==> src/rtl/dbsh_pkg.sv <==
package dbsh_pkg;

   typedef enum logic {
      DIR_OUT = 1'b0,
      DIR_IN  = 1'b1
   } chan_dir_e;

   localparam int unsigned SLOT_COUNT = 2;

endpackage

==> src/rtl/dbsh_stage.sv <==
module dbsh_stage #(
   parameter int unsigned WIDTH = 8
) (
   input  logic             clk,
   input  logic             rst_n,
   input  logic             load,
   input  logic             shift,
   input  logic [WIDTH-1:0] ld_data,
   input  logic             ser_bit,
   output logic [WIDTH-1:0] q
);

   if (WIDTH < 2) begin : g_width_bad
      $error("dbsh_stage: WIDTH must be at least 2");
   end

   always_ff @(posedge clk or negedge rst_n) begin
      if (!rst_n) begin
         q <= '0;
      end else if (load) begin
         q <= ld_data;
      end else if (shift) begin
         q <= {ser_bit, q[WIDTH-1:1]};
      end
   end

   // load and shift come from separate slot selects in the top
   assert_ctl_exclusive_R3: assert property (@(posedge clk) disable iff (!rst_n)
      !(load && shift));

endmodule

==> src/rtl/dbsh_bitcount.sv <==
module dbsh_bitcount #(
   parameter int unsigned WIDTH = 8,
   localparam int unsigned CW = (WIDTH > 1) ? $clog2(WIDTH) : 1
) (
   input  logic          clk,
   input  logic          rst_n,
   input  logic          step,
   output logic [CW-1:0] cnt,
   output logic          done
);

   localparam logic [CW-1:0] LAST = CW'(WIDTH - 1);

   assign done = step && (cnt == LAST);

   always_ff @(posedge clk or negedge rst_n) begin
      if (!rst_n) begin
         cnt <= '0;
      end else if (step) begin
         cnt <= (cnt == LAST) ? '0 : cnt + CW'(1);
      end
   end

   assert_count_advance_R3: assert property (@(posedge clk) disable iff (!rst_n)
      (step && cnt != LAST) |=> (cnt == $past(cnt) + CW'(1)));

   assert_count_wrap_R4: assert property (@(posedge clk) disable iff (!rst_n)
      done |=> (cnt == '0));

endmodule

==> src/rtl/dbsh_occupancy.sv <==
module dbsh_occupancy (
   input  logic       clk,
   input  logic       rst_n,
   input  logic       fill_req,
   input  logic       drain_req,
   output logic [1:0] occ,
   output logic       fill_ptr,
   output logic       drain_ptr,
   output logic       full,
   output logic       empty
);

   logic fill_ok;
   logic drain_ok;

   assign full     = &occ;
   assign empty    = ~|occ;
   assign fill_ok  = fill_req && !full;
   assign drain_ok = drain_req && !empty;

   always_ff @(posedge clk or negedge rst_n) begin
      if (!rst_n) begin
         occ       <= '0;
         fill_ptr  <= 1'b0;
         drain_ptr <= 1'b0;
      end else begin
         if (fill_ok) begin
            occ[fill_ptr] <= 1'b1;
            fill_ptr      <= ~fill_ptr;
         end
         if (drain_ok) begin
            occ[drain_ptr] <= 1'b0;
            drain_ptr      <= ~drain_ptr;
         end
      end
   end

   assert_fill_blocked_R6: assert property (@(posedge clk) disable iff (!rst_n)
      (fill_req && full && !drain_req) |=> (occ == $past(occ)));

   assert_drain_blocked_R9: assert property (@(posedge clk) disable iff (!rst_n)
      (drain_req && empty && !fill_req) |=> (occ == $past(occ)));

   assert_count_up_R2: assert property (@(posedge clk) disable iff (!rst_n)
      (fill_req && !full && !drain_req) |=>
         ($countones(occ) == $past($countones(occ)) + 1));

endmodule

==> src/rtl/dbsh_channel.sv <==
module dbsh_channel
   import dbsh_pkg::*;
#(
   parameter int unsigned WIDTH = 8,
   parameter chan_dir_e   DIR   = DIR_OUT
) (
   input  logic             clk,
   input  logic             rst_n,
   input  logic             chan_en,
   input  logic             shift_en,
   input  logic             host_wr,
   input  logic [WIDTH-1:0] host_wdata,
   input  logic             host_rd,
   output logic [WIDTH-1:0] host_rdata,
   input  logic             ser_in,
   output logic             ser_out,
   output logic             ready,
   output logic             full,
   output logic             empty
);

   localparam int unsigned CW = (WIDTH > 1) ? $clog2(WIDTH) : 1;

   if (WIDTH < 2) begin : g_width_bad
      $error("dbsh_channel: WIDTH must be at least 2");
   end

   logic [1:0]       occ;
   logic             fill_ptr;
   logic             drain_ptr;
   logic             fill_req;
   logic             drain_req;
   logic             step;
   logic             done;
   logic [CW-1:0]    cnt;
   logic             ser_bit;
   logic [WIDTH-1:0] ld_data;
   logic [1:0]       st_load;
   logic [1:0]       st_shift;
   logic [WIDTH-1:0] stage_q [SLOT_COUNT];

   dbsh_occupancy u_occ (
      .clk       (clk),
      .rst_n     (rst_n),
      .fill_req  (fill_req),
      .drain_req (drain_req),
      .occ       (occ),
      .fill_ptr  (fill_ptr),
      .drain_ptr (drain_ptr),
      .full      (full),
      .empty     (empty)
   );

   dbsh_bitcount #(.WIDTH(WIDTH)) u_cnt (
      .clk   (clk),
      .rst_n (rst_n),
      .step  (step),
      .cnt   (cnt),
      .done  (done)
   );

   for (genvar g = 0; g < SLOT_COUNT; g++) begin : g_stage
      dbsh_stage #(.WIDTH(WIDTH)) u_stage (
         .clk     (clk),
         .rst_n   (rst_n),
         .load    (st_load[g]),
         .shift   (st_shift[g]),
         .ld_data (ld_data),
         .ser_bit (ser_bit),
         .q       (stage_q[g])
      );
   end

   if (DIR == DIR_OUT) begin : g_out
      logic unused_out;
      assign unused_out = ^{host_rd, ser_in};

      assign step       = chan_en && shift_en && !empty;
      assign fill_req   = host_wr;
      assign drain_req  = done;
      assign ready      = chan_en && !empty;
      assign ser_bit    = 1'b0;
      assign ld_data    = host_wdata;
      assign ser_out    = empty ? 1'b0 : stage_q[drain_ptr][0];
      assign host_rdata = '0;

      for (genvar s = 0; s < SLOT_COUNT; s++) begin : g_ctl
         assign st_load[s]  = host_wr && !full && (fill_ptr == 1'(s));
         assign st_shift[s] = step && (drain_ptr == 1'(s));
      end

      assert_no_gap_R4: assert property (@(posedge clk) disable iff (!rst_n)
         (done && full) |=> (!empty && drain_ptr != $past(drain_ptr)));

      assert_mode_hold_R10: assert property (@(posedge clk) disable iff (!rst_n)
         !chan_en |=> $stable(cnt));
   end else begin : g_in
      logic unused_in;
      assign unused_in = ^{host_wr, host_wdata};

      assign step       = chan_en && shift_en && !full;
      assign fill_req   = done;
      assign drain_req  = host_rd;
      assign ready      = chan_en && !full;
      assign ser_bit    = ser_in;
      assign ld_data    = '0;
      assign ser_out    = 1'b0;
      assign host_rdata = empty ? '0 : stage_q[drain_ptr];

      for (genvar s = 0; s < SLOT_COUNT; s++) begin : g_ctl
         assign st_load[s]  = 1'b0;
         assign st_shift[s] = step && (fill_ptr == 1'(s));
      end

      assert_full_holds_R8: assert property (@(posedge clk) disable iff (!rst_n)
         (full && !host_rd) |=> (full && $stable(cnt)));

      assert_mode_hold_R10: assert property (@(posedge clk) disable iff (!rst_n)
         !chan_en |=> $stable(cnt));
   end

endmodule

==> config.mk <==
export PLATFORM = sky130hd
export DESIGN_NAME = dbsh_channel
export DESIGN_NICKNAME = d
export VERILOG_FILES = /design/src/rtl/dbsh_pkg.sv /design/src/rtl/dbsh_stage.sv /design/src/rtl/dbsh_bitcount.sv /design/src/rtl/dbsh_occupancy.sv /design/src/rtl/dbsh_channel.sv
export SDC_FILE = /design/constraint.sdc
export NUM_CORES = 1
export LEC_CHECK = 0
export ABC_AREA = 1
export BUFFER_PORTS_ARGS = -buffer_cell sky130_fd_sc_hd__buf_4
export CAP_MARGIN = 5
export CORE_MARGIN = 2
export CORE_UTILIZATION = 49
export CTS_CLUSTER_SIZE = 14
export DETAILED_ROUTE_END_ITERATION = 6
export GPL_TIMING_DRIVEN = 0
export PLACE_DENSITY = 0.86
export SYNTH_ARGS = -nofsm -noshare
export SYNTH_HDL_FRONTEND = slang
export SYNTH_SLANG_ARGS = --single-unit
==> constraint.sdc <==
create_clock -name clk -period 1.2 [get_ports clk]
set_clock_uncertainty 0.05 [all_clocks]
set_input_delay 0.24 -clock clk [delete_from_list [all_inputs] [get_ports clk]]
set_output_delay 0.24 -clock clk [all_outputs]
set_load 0.01 [all_outputs]
==> Word-level counts from Yosys, hierarchy flattened <==
Index checks and enable logic that the tools add are counted.
{ "classes": {"addsub": 1, "order_cmp": 5, "eq_ne": 1, "n_mux": 15, "bitwise_logic": 6, "n_reduce_logical": 18} }
{ "ops": {"columns": ["operator", "n"], "rows": [
  ["8-bit two-way mux", 4],
  ["1-bit logical AND", 12],
  ["1-bit two-way mux", 6],
  ["1-bit by 2-bit < comparator with 1-bit output (second input constant)", 2],
  ["2-bit two-way mux", 2],
  ["2-bit nonzero test", 2],
  ["3-bit by 1-bit adder with 3-bit output (second input constant)", 1],
  ["3-bit == test (second input constant)", 1],
  ["3-bit two-way mux", 1],
  ["2-bit AND", 1],
  ["1-bit demux with 1-bit select", 2],
  ["1-bit greater-or-equal comparator (second input constant)", 2],
  ["2-bit greater-or-equal comparator (second input constant)", 1],
  ["1-bit logical NOT", 2],
  ["1-bit inverter", 2],
  ["1-bit inverter with 2-bit output", 1],
  ["2-bit inverter", 1],
  ["2-bit bitwise OR", 1],
  ["2-bit AND reduction", 1],
  ["2-bit OR reduction", 1]
]} }
{ "totals": {"reg_bits": 23, "input_bits": 15, "output_inout_bits": 12, "word_cells": 52} }

==> Depth between registers and ports, before layout <==
Gate-level depths: netlist of the first run.
{ "depth": {"ltp_word": 8, "mapped_depth": 8, "mapped_depth_nobuf": 6} }

==> Modules after synthesis <==
Synthesis of the first run repeated with hierarchy kept, for this count alone.
{ "hier_totals": {"hier_cells": 159, "hier_area_um2": 1238.7} }
{ "modules_own_cells": {"columns": ["module", "n_inst", "cells_per_inst", "area_each_um2", "seq_area_each_um2"], "rows": [
  ["dbsh_stage", 2, 44, 374.1, 200.2],
  ["dbsh_occupancy", 1, 28, 201.4, 100.1],
  ["dbsh_bitcount", 1, 18, 148.9, 75.1],
  ["dbsh_channel", 1, 25, 140.1, 0.0]
]} }

==> Least setup slack after synthesis of the first run <==
OpenSTA, ideal clock, no wires.
{ "synth_timing": {"kind": "register to register", "startpoint": "reg u_occ.fill_ptr", "endpoint": "reg g_stage[0].u_stage.q[0]", "setup_time_ns": 0.117, "arrival_ns": 1.019, "required_time_ns": 1.033, "slack_ns": 0.014, "path_stages_with_launch": 9, "n_path_buf": 2, "synth_period_minus_slack_ns": 1.186, "cell_sequence": "dfrtp_1 -> buf_6 -> inv_4 -> nand3_4 -> buf_8 -> nand2_1 -> nand2_1 -> nand2_1 -> nand2_1"} }
{ "synth_between": {"elab_chain_cells": 3, "word_cells_on_any_way": 4, "classes_between": "mux (1); bitwise (1); reduce/logical (2)"} }
{ "synth_lines": {"columns": ["item", "line_no", "text"], "rows": [
  ["start: declaration", "dbsh_occupancy.sv:7", "output logic fill_ptr,"],
  ["start signal: assignment", "dbsh_occupancy.sv:29", "fill_ptr <= ~fill_ptr;"],
  ["1-bit inverter *", "dbsh_channel.sv:88", "assign st_load[s] = host_wr && !full && (fill_ptr == 1'(s));"],
  ["1-bit logical AND *", "dbsh_channel.sv:88", null],
  ["8-bit two-way mux or 2-bit nonzero test (tied branches)", null, null],
  ["end signal: assignment", "dbsh_stage.sv:21", "q <= ld_data;"],
  ["end signal: assignment", "dbsh_stage.sv:23", "q <= {ser_bit, q[WIDTH-1:1]};"],
  ["end: declaration", "dbsh_stage.sv:10", "output logic [WIDTH-1:0] q"]
]} }
Mark *: on every way between the ends. The rest lies on a longest branch, timed or not.
A chain may end at the register's enable or synchronous reset.

==> Worst setup path after layout of the first run <==
{ "layout_timing": {"startpoint": "reg u_occ.occ[1]", "endpoint": "out ready"} }
{ "layout_between": {"elab_chain_cells": 2} }
{ "layout_lines": {"columns": ["item", "line_no", "text"], "rows": [
  ["start: declaration", "dbsh_occupancy.sv:6", "output logic [1:0] occ,"],
  ["start signal: assignment", "dbsh_occupancy.sv:23", "occ <= '0;"],
  ["start signal: indexed assignment", "dbsh_occupancy.sv:28", "occ[fill_ptr] <= 1'b1;"],
  ["start signal: indexed assignment", "dbsh_occupancy.sv:32", "occ[drain_ptr] <= 1'b0;"],
  ["2-bit OR reduction", "dbsh_occupancy.sv:17", "assign empty = ~|occ;"],
  ["1-bit logical AND", "dbsh_channel.sv:81", "assign ready = chan_en && !empty;"],
  ["end: declaration", "dbsh_channel.sv:17", "output logic ready,"]
]} }
Every way passes these cells.

==> results of run 1 <==
==> timing repair <==
item                                    CTS  global route
endpoints found under the setup margin   25            26
cloned                                    2             0
hold endpoints to repair                 23             0
hold buffers                              1             0
buffers inserted                         10             4
pin swaps                                 8             2
gates resized for setup                  34            23
==> worst register-to-register path, stage by stage (launching register included) <==
cell	delay [ns]
dfrtp_2	0.49
nand2_4	0.11
buf_6	0.13
nand3_4	0.15
buf_12	0.20
nand2_2	0.05
nand2_1	0.05
nand2_1	0.05
nand2_1	0.05
==> final cells by class <==
class	instances	share of cell area (%)
well taps	31	2.01
clock buffers	4	1.36
repair buffers	31	15.7
multi-input cells	132	41.2
plain buffers	14	6.49
flip-flops and latches	23	30.0
inverters	12	3.25
==> power groups by stage <==
stage,Sequential [mW],Combinational [mW],Clock (mW)
global route,1.39,2.64,0.423
CTS,1.32,2.08,0.374
floorplan,1.25,1.16,0
finish,1.37,2.47,0.382
detailed placement,1.30,1.48,0
global placement,1.28,1.44,0
==> cell families (layout without fill, tap and decap cells) <==
family,Yosys count,in the layout
AO/OA/AOI/OAI,7,7
adder cells (fa/ha/maj),2,2
buffers and inverters,26,61
flip-flops,23,23
other,1,8
AND/OR/NAND/NOR,115,115
==> how the worst min path moves through the flow <==
stage	startpoint	to	cells past startpoint
after floorplan	rst_n	g_stage[0].u_stage.q[0]$_DFFE_PN0P_	0
after global placement	rst_n	u_cnt.cnt[0]$_DFFE_PN0N_	1
after detailed placement	rst_n	u_cnt.cnt[0]$_DFFE_PN0N_	1
after CTS	host_wdata[7]	g_stage[0].u_stage.q[7]$_DFFE_PN0P_	3
after global routing	host_wdata[7]	g_stage[0].u_stage.q[7]$_DFFE_PN0P_	3
final	host_wdata[7]	g_stage[0].u_stage.q[7]$_DFFE_PN0P_	3
==> routing by layer <==
layer | vias to the layer above | wire length [um] | global-route usage (%)
met5 | - | 0 | 0
met4 | 0 | 197 | 14.0
met3 | 20 | 221 | 2.76
met2 | 72 | 2070 | 37.7
met1 | 653 | 1500 | 26.3
li1 | 641 | - | -
==> through the flow <==
stage / utilization [%] / TNS (ns) / cells / hold WS (ns) / area [um^2]
after global placement: 57.0 / -0.258 / 227 / 0.101 / 1540
final: 71.1 / -4.23 / 247 / 0.0840 / 1930
after global routing: 71.1 / -5.47 / 247 / 0.0878 / 1930
after detailed placement: 57.0 / -0.680 / 227 / 0.104 / 1540
after floorplan: - / 0 / 181 / -0.106 / 1390
after CTS: 66.9 / -2.97 / 244 / 0.0846 / 1810
==> placed cells by master (no fill, tap or decap), types with 3 or more instances in the layout <==
cell type | netlist | final
nand2_1 | 70 | 50
buf_4 | 9 | 32
dfrtp_1 | 23 | 21
nand3_1 | 19 | 17
nand2_2 | 1 | 17
nand4_1 | 14 | 14
conb_1 | 1 | 8
inv_1 | 10 | 7
buf_6 | 1 | 6
nand2_4 | 3 | 5
nand3_4 | 2 | 3
nand3_2 | 2 | 3
clkbuf_4 | 0 | 3
==> registers in the layout, summed over array words and instances (netlist names) <==
register	flops
u_occ.drain_ptr	1
u_occ.fill_ptr	1
u_occ.occ	2
g_stage.u_stage.q	16
u_cnt.cnt	3
==> results.py, run 1 <==
metrics = {
    "global_routing": {
        "grt_util_all_layers_pct": 22.2,
        "grt_max_degree": 24,
        "antenna_found_initial": 0,
        "grt_pass1_vias": 1208,
        "grt_pass1_wl_um": 5500,
        "gr-total-overflow": 0,
    },
    "setup_path": {
        "crit_required_ns": 0.91,
        "crit_family": "flip-flops",
        "cp_num_cells": 3,
        "critPathCaptureType": "output port",
        "crit_start": "u_occ.occ[1]$_DFF_PN0_",
        "reg2reg_depth": 8,
        "worstSetupEndpoint": "ready",
        "r2r_end": "g_stage[1].u_stage.q[1]$_DFFE_PN0P_",
        "critical_path_buf_inv_count": 1,
        "r2r_start": "u_occ.occ[0]$_DFF_PN0_",
        "path_max_fanout": 4,
        "path_class": "reg2out",
        "critPathLaunchType": "flop",
        "crit_path_top_delay_cell": "dfrtp_2",
        "rrSetupSlack_ns": -0.21,
        "cpPeakStageDelay_ns": 0.49,
        "crit_chain": "nor2_4 -> nor2_1 -> buf_4",
        "cp_data_arrival_time_ns": 1.20,
    },
    "status": {
        "status": "finished, violations left",
        "failed_checks": "setup timing",
    },
    "yosys": {
        "synthSimpleGateAreaFrac_pct": 40.8,
        "synth_ff_type": "dfrtp_1",
        "synth_most_common_cell": "nand2_1",
        "synth_edf_count": 0,
        "synth_area_leaders": "dfrtp_1, nand2_1, nand3_1",
        "syn_area_um2": 1370,
        "synth.distinct_cells": 23,
        "muxShareOfSynthArea_pct": 0,
        "synth_top_area_share_pct": 42.1,
        "synth_seq_cells": 23,
        "synth_xor_area_share_pct": 0,
        "seq_area_frac_synth_pct": 42.1,
        "synth_fa_ha_area_share_pct": 1.83,
        "yosys_warnings": 0,
        "synth_cells": 174,
        "synth_compound_area_share_pct": 2.75,
        "syn_area_per_cell_um2": 7.85,
        "synth-async-reset-ratio_pct": 100,
        "synth_top_family_by_area": "simple AND/OR/NAND/NOR gates",
        "yosysTopAreaCell": "dfrtp_1",
        "synth_common_cells": "nand2_1, dfrtp_1, nand3_1",
    },
    "layout": {
        "num-fill-cells": 182,
        "area_growth_pct": 41.0,
        "insertedDiodeCount": 0,
        "layout.area.seq_um2": 578,
        "multi_input_area_um2": 793,
        "fin_nets": 234,
        "drive_gt1_share_pct": 42.1,
    },
    "flow_run": {
        "drv_cap": 0,
    },
    "clocking": {
        "cts_tree": "built",
        "cts_buffers": 3,
        "clock_path_buffers": 2,
        "cts_max_level": 1,
        "cts-root-buf": "clkbuf_4",
        "cts_sinks": 23,
        "clk_latency_ns": 0.33,
        "cts.clk_slew.worst_paths_ns": 0.12,
    },
    "power": {
        "power_mw": 4.22,
        "clock_power_share_pct": 9.1,
        "irDropWorstVdd_uv": 1510,
        "p_comb_share_pct": 58.5,
        "p_int_mw": 2.36,
        "p_seq_share_pct": 32.4,
        "leakage_nw": 1.02,
        "power_density_nw_per_um2": 2190,
        "power_switching_share_pct": 44.0,
        "switchingPower_mw": 1.86,
    },
    "drt": {
        "dr.pass1.iters": 5,
        "drtAntennaViolNets": 0,
        "drcViolationCount": 0,
        "vias": 1386,
        "dr.first_iter.drc_count": 61,
        "via_per_inst": 5.61,
        "wl_per_cell_um": 16.1,
        "routed_wl_um": 3980,
    },
    "die": {
        "die_width_um": 56.8,
        "die_h_um": 56.8,
        "fp-row-count": 19,
        "core_area_um2": 2710,
        "ios": 27,
        "initial_core_util_pct": 50.4,
        "dieArea_um2": 3230,
    },
    "timing": {
        "setup_slack_ns": -0.289,
        "slew_violations": 0,
        "rsz0062_at_grt": "true",
        "period_needed_ns": 1.49,
        "setup_violations": 25,
        "fin_crit_sh_pct": 124,
        "finalHoldViolations": 0,
        "max_freq_mhz": 672,
    },
    "worst_hold_path": {
        "hold_path_class": "in2reg",
    },
    "placed_design": {
        "place_congestion": 0.812,
        "dpl.hpwl_um": 1980,
        "port_buffers": 15,
        "pre_cts_ws_ns": -0.0830,
    },
}
Power figures use the tool's default switching activity.
==> run 2, diff against run 1 <==
Settings changed: CELL_PAD_IN_SITES_DETAIL_PLACEMENT from default to 1, CELL_PAD_IN_SITES_GLOBAL_PLACEMENT from default to 1, CORE_UTILIZATION 49 to 35, PLACE_DENSITY 0.86 to 0.85.
==> results.py, run 2 (synthesis results as in run 1) <==
metrics = {
    "timing": {
        "period_needed_ns": 1.45,
        "finalHoldViolations": 0,
        "max_freq_mhz": 690,
        "setup_slack_ns": -0.249,
        "setup_violations": 27,
        "rsz0062_at_grt": "true",
        "slew_violations": 0,
        "fin_crit_sh_pct": 121,
    },
    "status": {
        "status": "finished, violations left",
        "failed_checks": "setup timing",
    },
    "layout": {
        "regMostFlops": "g_stage.u_stage.q",
        "layout.area.seq_um2": 578,
        "reg_top3": "g_stage.u_stage.q x16, u_cnt.cnt x3, u_occ.occ x2",
        "fin_nets": 243,
        "final_cells": 273,
        "insertedDiodeCount": 0,
        "area_growth_pct": 57.1,
        "multi_input_area_um2": 900,
        "final_cell_mix": "buf_4, nand2_1, nand2_2, dfrtp_1, nand3_1",
        "final_util_pct": 57.8,
        "drive_gt1_share_pct": 53.8,
        "largest_reg_flops": 16,
        "num-fill-cells": 432,
    },
    "drt": {
        "drcViolationCount": 0,
        "wl_per_cell_um": 19.9,
        "dr.first_iter.drc_count": 84,
        "via_per_inst": 5.40,
        "vias": 1473,
        "routed_wl_um": 5420,
        "drtAntennaViolNets": 0,
        "dr.pass1.iters": 4,
    },
    "power": {
        "power_density_nw_per_um2": 2280,
        "leakage_nw": 1.09,
        "power_mw": 4.90,
        "irDropWorstVdd_uv": 726,
    },
    "clocking": {
        "cts_max_level": 1,
        "cts_buffers": 3,
        "clk_latency_ns": 0.29,
        "cts_sinks": 23,
        "clock_path_buffers": 2,
        "cts_tree": "built",
        "cts-root-buf": "clkbuf_8",
        "cts.clk_slew.worst_paths_ns": 0.11,
    },
    "worst_hold_path": {
        "hold_start": "host_wdata[7]",
        "whs_endpoint": "g_stage[1].u_stage.q[7]$_DFFE_PN0P_",
        "hold_path_class": "in2reg",
        "whs_path_depth": 3,
    },
    "setup_path": {
        "reg2reg_depth": 8,
        "crit_chain": "nand2_4 -> buf_6 -> nand3_4 -> buf_6 -> nand2_4 -> nand2_2 -> nand2_1 -> nand2_1",
        "r2r_end": "g_stage[0].u_stage.q[1]$_DFFE_PN0P_",
        "path_class": "reg2reg",
        "crit_required_ns": 1.31,
        "critPathCaptureType": "flop",
        "cp_data_arrival_time_ns": 1.56,
        "rrSetupSlack_ns": -0.25,
        "r2r_start": "u_occ.occ[1]$_DFF_PN0_",
        "path_max_fanout": 4,
        "critPathLaunchType": "flop",
        "cpPeakStageDelay_ns": 0.48,
        "crit_path_top_delay_cell": "dfrtp_2",
    },
    "global_routing": {
        "grt_pass1_vias": 1619,
        "grt_pass1_wl_um": 7960,
        "gr-total-overflow": 0,
        "grt_max_degree": 24,
        "antenna_found_initial": 0,
        "grt_util_all_layers_pct": 24.6,
    },
    "placed_design": {
        "placedCellCount": 244,
        "place_congestion": 0.737,
        "port_buffers": 15,
        "dpl.hpwl_um": 2370,
        "pre_cts_ws_ns": -0.103,
    },
    "die": {
        "fp-row-count": 22,
        "core_area_um2": 3720,
        "dieArea_um2": 4420,
        "die_h_um": 66.5,
        "die_width_um": 66.5,
        "initial_core_util_pct": 36.8,
        "ios": 27,
    },
    "flow_run": {
        "drv_cap": 0,
    },
}
[run 2: cell type report]
cell class | count | share of cell area (%)
multi-input combinational | 133 | 41.9
sequential | 23 | 26.9
timing repair buffer | 39 | 17.6
buffer | 14 | 5.83
tap | 48 | 2.80
inverter | 12 | 2.68
clock buffer | 3 | 1.92
clock inverter | 1 | 0.350
[run 2: report_power, final]
group	internal (mW)	switching, mW
logic	1.36	1.54
clock network	0.237	0.315
registers	1.08	0.354
[run 2: per-stage QoR]
stage               cell area, um^2  hold slack [ns]  setup TNS [ns]
finish                         2150            0.128           -4.81
global placement               1570            0.111          -0.379
detailed placement             1570            0.108           -1.06
CTS                            1980            0.132           -2.23
global route                   2150            0.126           -6.02
floorplan                      1390           -0.106               0
[run 2: layer usage]
layer / up-vias / share of wire (%) / global-route usage (%)
li1: 658 / - / -
met1: 742 / 40 / 26.9
met2: 48 / 51 / 45.8
met3: 25 / 4.4 / 3.21
met4: 0 / 5.5 / 12.2
met5: - / 0 / 0
[run 2: worst max path at each step]
stage                                          start                                  end  slack, ns  cells past startpoint
after floorplan           u_occ.fill_ptr$_DFFE_PN0N_  g_stage[0].u_stage.q[0]$_DFFE_PN0P_       0.01                      8
after detailed placement  u_occ.fill_ptr$_DFFE_PN0N_  g_stage[0].u_stage.q[0]$_DFFE_PN0P_      -0.10                      8
final                         u_occ.occ[1]$_DFF_PN0_  g_stage[0].u_stage.q[1]$_DFFE_PN0P_      -0.25                      8
after CTS                     u_occ.occ[1]$_DFF_PN0_                              ser_out      -0.20                      3
after global placement        u_occ.occ[1]$_DFF_PN0_  g_stage[1].u_stage.q[5]$_DFFE_PN0P_      -0.08                      7
after global routing      u_occ.fill_ptr$_DFFE_PN0N_  g_stage[0].u_stage.q[1]$_DFFE_PN0P_      -0.30                      8
[run 2: repair_timing]
item / 4_1_cts / 5_1_grt
endpoints found under the setup margin: 25 / 27
hold buffers: 1 / 0
buffers inserted: 18 / 4
endpoints found under the hold margin: 23 / 0
gates resized for setup: 51 / 39
pin swaps: 10 / 11
gates cloned: 3 / 0
[run 2: worst max-delay path, delay by kind of cell (launching register included)]
family,cells,cell delay (ns)
buf+inv,2,0.29
simple gates,6,0.49
flops,1,0.48
==> run 3, diff against run 2 <==
Settings changed: SKIP_CTS_REPAIR_TIMING from default to 1.
Clock period 1.2 ns to 1.3 ns, I/O delays scaled along.
==> results.py, run 3 (synthesis results as in run 1) <==
metrics = {
    "global_routing": {
        "grt_use_met3_pct": 2.03,
        "grt_max_degree": 24,
        "grt_pass1_vias": 1244,
        "grt_most_used_layer": "met2",
        "grt_util_all_layers_pct": 16.1,
        "grt_pass1_wl_um": 5420,
        "grtUsageMet1_pct": 19.5,
        "antenna_found_initial": 0,
        "gr-total-overflow": 0,
        "gr-usage-met2_pct": 28.1,
    },
    "setup_path": {
        "reg2reg_depth": 8,
        "rrSetupSlack_ns": -0.11,
        "crit_start": "u_occ.occ[1]$_DFF_PN0_",
        "critPathLaunchType": "flop",
        "crit_path_top_delay_cell": "dfrtp_2",
        "critPathCaptureType": "output port",
        "crit_chain": "nor2_4 -> nor2_1 -> buf_4",
        "path_class": "reg2out",
        "crit_required_ns": 0.99,
        "path_max_fanout": 4,
        "cp_data_arrival_time_ns": 1.20,
        "r2r_start": "u_occ.occ[0]$_DFF_PN0_",
        "cpPeakStageDelay_ns": 0.48,
    },
    "clocking": {
        "cts-root-buf": "clkbuf_8",
        "cts_buffers": 3,
        "clock_path_buffers": 2,
        "cts_tree": "built",
        "cts.clk_slew.worst_paths_ns": 0.10,
        "clk_latency_ns": 0.29,
        "cts_max_level": 1,
        "cts_sinks": 23,
    },
    "drt": {
        "dr.first_iter.drc_count": 31,
        "drtAntennaViolNets": 0,
        "vias": 1350,
        "dr.pass1.iters": 4,
        "drcViolationCount": 0,
        "via_per_inst": 5.13,
        "wl_per_cell_um": 16.7,
        "routed_wl_um": 4390,
    },
    "layout": {
        "final_cells": 263,
        "insertedDiodeCount": 0,
        "fin_area_um2": 1900,
        "layout.area.seq_um2": 578,
        "reg_top3": "g_stage.u_stage.q x16, u_cnt.cnt x3, u_occ.occ x2",
        "fin_nets": 233,
        "drive_gt1_share_pct": 40.0,
        "multi_input_area_um2": 766,
        "largest_reg_flops": 16,
        "layout_commonest_cell": "nand2_1",
        "final_cell_mix": "nand2_1, buf_4, dfrtp_1, nand4_1, nand2_2",
        "regMostFlops": "g_stage.u_stage.q",
        "num-fill-cells": 453,
        "area_growth_pct": 39.2,
    },
    "timing": {
        "setup_slack_ns": -0.210,
        "max_freq_mhz": 662,
        "slew_violations": 0,
        "rsz0062_at_grt": "true",
        "setup_violations": 17,
        "fin_crit_sh_pct": 116,
        "holdWs_ns": 0.155,
        "finalHoldViolations": 0,
        "period_needed_ns": 1.51,
    },
    "die": {
        "dieArea_um2": 4420,
        "die_width_um": 66.5,
        "ios": 27,
        "initial_core_util_pct": 36.8,
        "fp-row-count": 22,
        "die_h_um": 66.5,
        "core_area_um2": 3720,
    },
    "placed_design": {
        "postPlaceCellArea_um2": 1570,
        "place_congestion": 0.737,
        "port_buffers": 15,
        "dpl.hpwl_um": 2370,
        "placedCellCount": 244,
    },
    "worst_hold_path": {
        "hold_start": "host_wdata[7]",
        "whs_path_depth": 3,
        "hold_path_class": "in2reg",
    },
    "power": {
        "irDropWorstVdd_uv": 582,
        "power_density_nw_per_um2": 2040,
        "power_mw": 3.88,
        "leakage_nw": 1.00,
    },
    "flow_run": {
        "drv_cap": 0,
    },
    "status": {
        "failed_checks": "setup timing",
        "status": "finished, violations left",
    },
}
-- run 3: cell count changes in the layout (fill, tap and decap cells not counted), sizes merged --
cell,change
buf,-12
clkbuf,+2
-- run 3: stage by stage --
step | util [%] | setup TNS [ns] | setup WS [ns]
2_1_floorplan | - | 0 | 0.114
3_3_place_gp | 42.1 | 0 | 0.0159
3_5_place_dp | 42.1 | -0.0121 | -0.00952
4_1_cts | 43.4 | -1.26 | -0.324
5_1_grt | 51.2 | -2.64 | -0.227
6_report | 51.2 | -1.49 | -0.210
-- run 3: power by group --
group          switching (mW)  internal [mW]
Sequential              0.253           1.00
Combinational            1.16          0.981
Clock                   0.273          0.219
Total                    1.68           2.20
-- run 3: path summary, 6_finish.rpt --
path	end
setup / recovery	ready
hold / removal	g_stage[0].u_stage.q[7]$_DFFE_PN0P_
setup reg to reg	g_stage[0].u_stage.q[1]$_DFFE_PN0P_
hold reg to reg	u_cnt.cnt[1]$_DFFE_PN0N_
max in group asynchronous	g_stage[0].u_stage.q[3]$_DFFE_PN0P_
min in group asynchronous	u_cnt.cnt[0]$_DFFE_PN0N_
-- run 3: cell type report --
type,count,share of cell area [%]
Timing Repair Buffer,29,14.4
Clock inverter,1,0.395
Buffer,14,6.58
Clock buffer,3,2.17
Sequential cell,23,30.4
Multi-Input combinational cell,133,40.3
Tap cell,48,3.16
Inverter,12,2.63
-- run 3: layer usage --
layer  part of all wire (%)  vias up
met1                     40      673
met5                      0        -
li1                       -      637
met4                    3.1        0
met2                     55       29
met3                    2.7       11
-- run 3: worst max-delay path: cells and delay by family (launching register included) --
kind,cells,cell delay (ns)
DFF,1,0.48
and+or+nand+nor,2,0.29
buffers and inverters,1,0.15
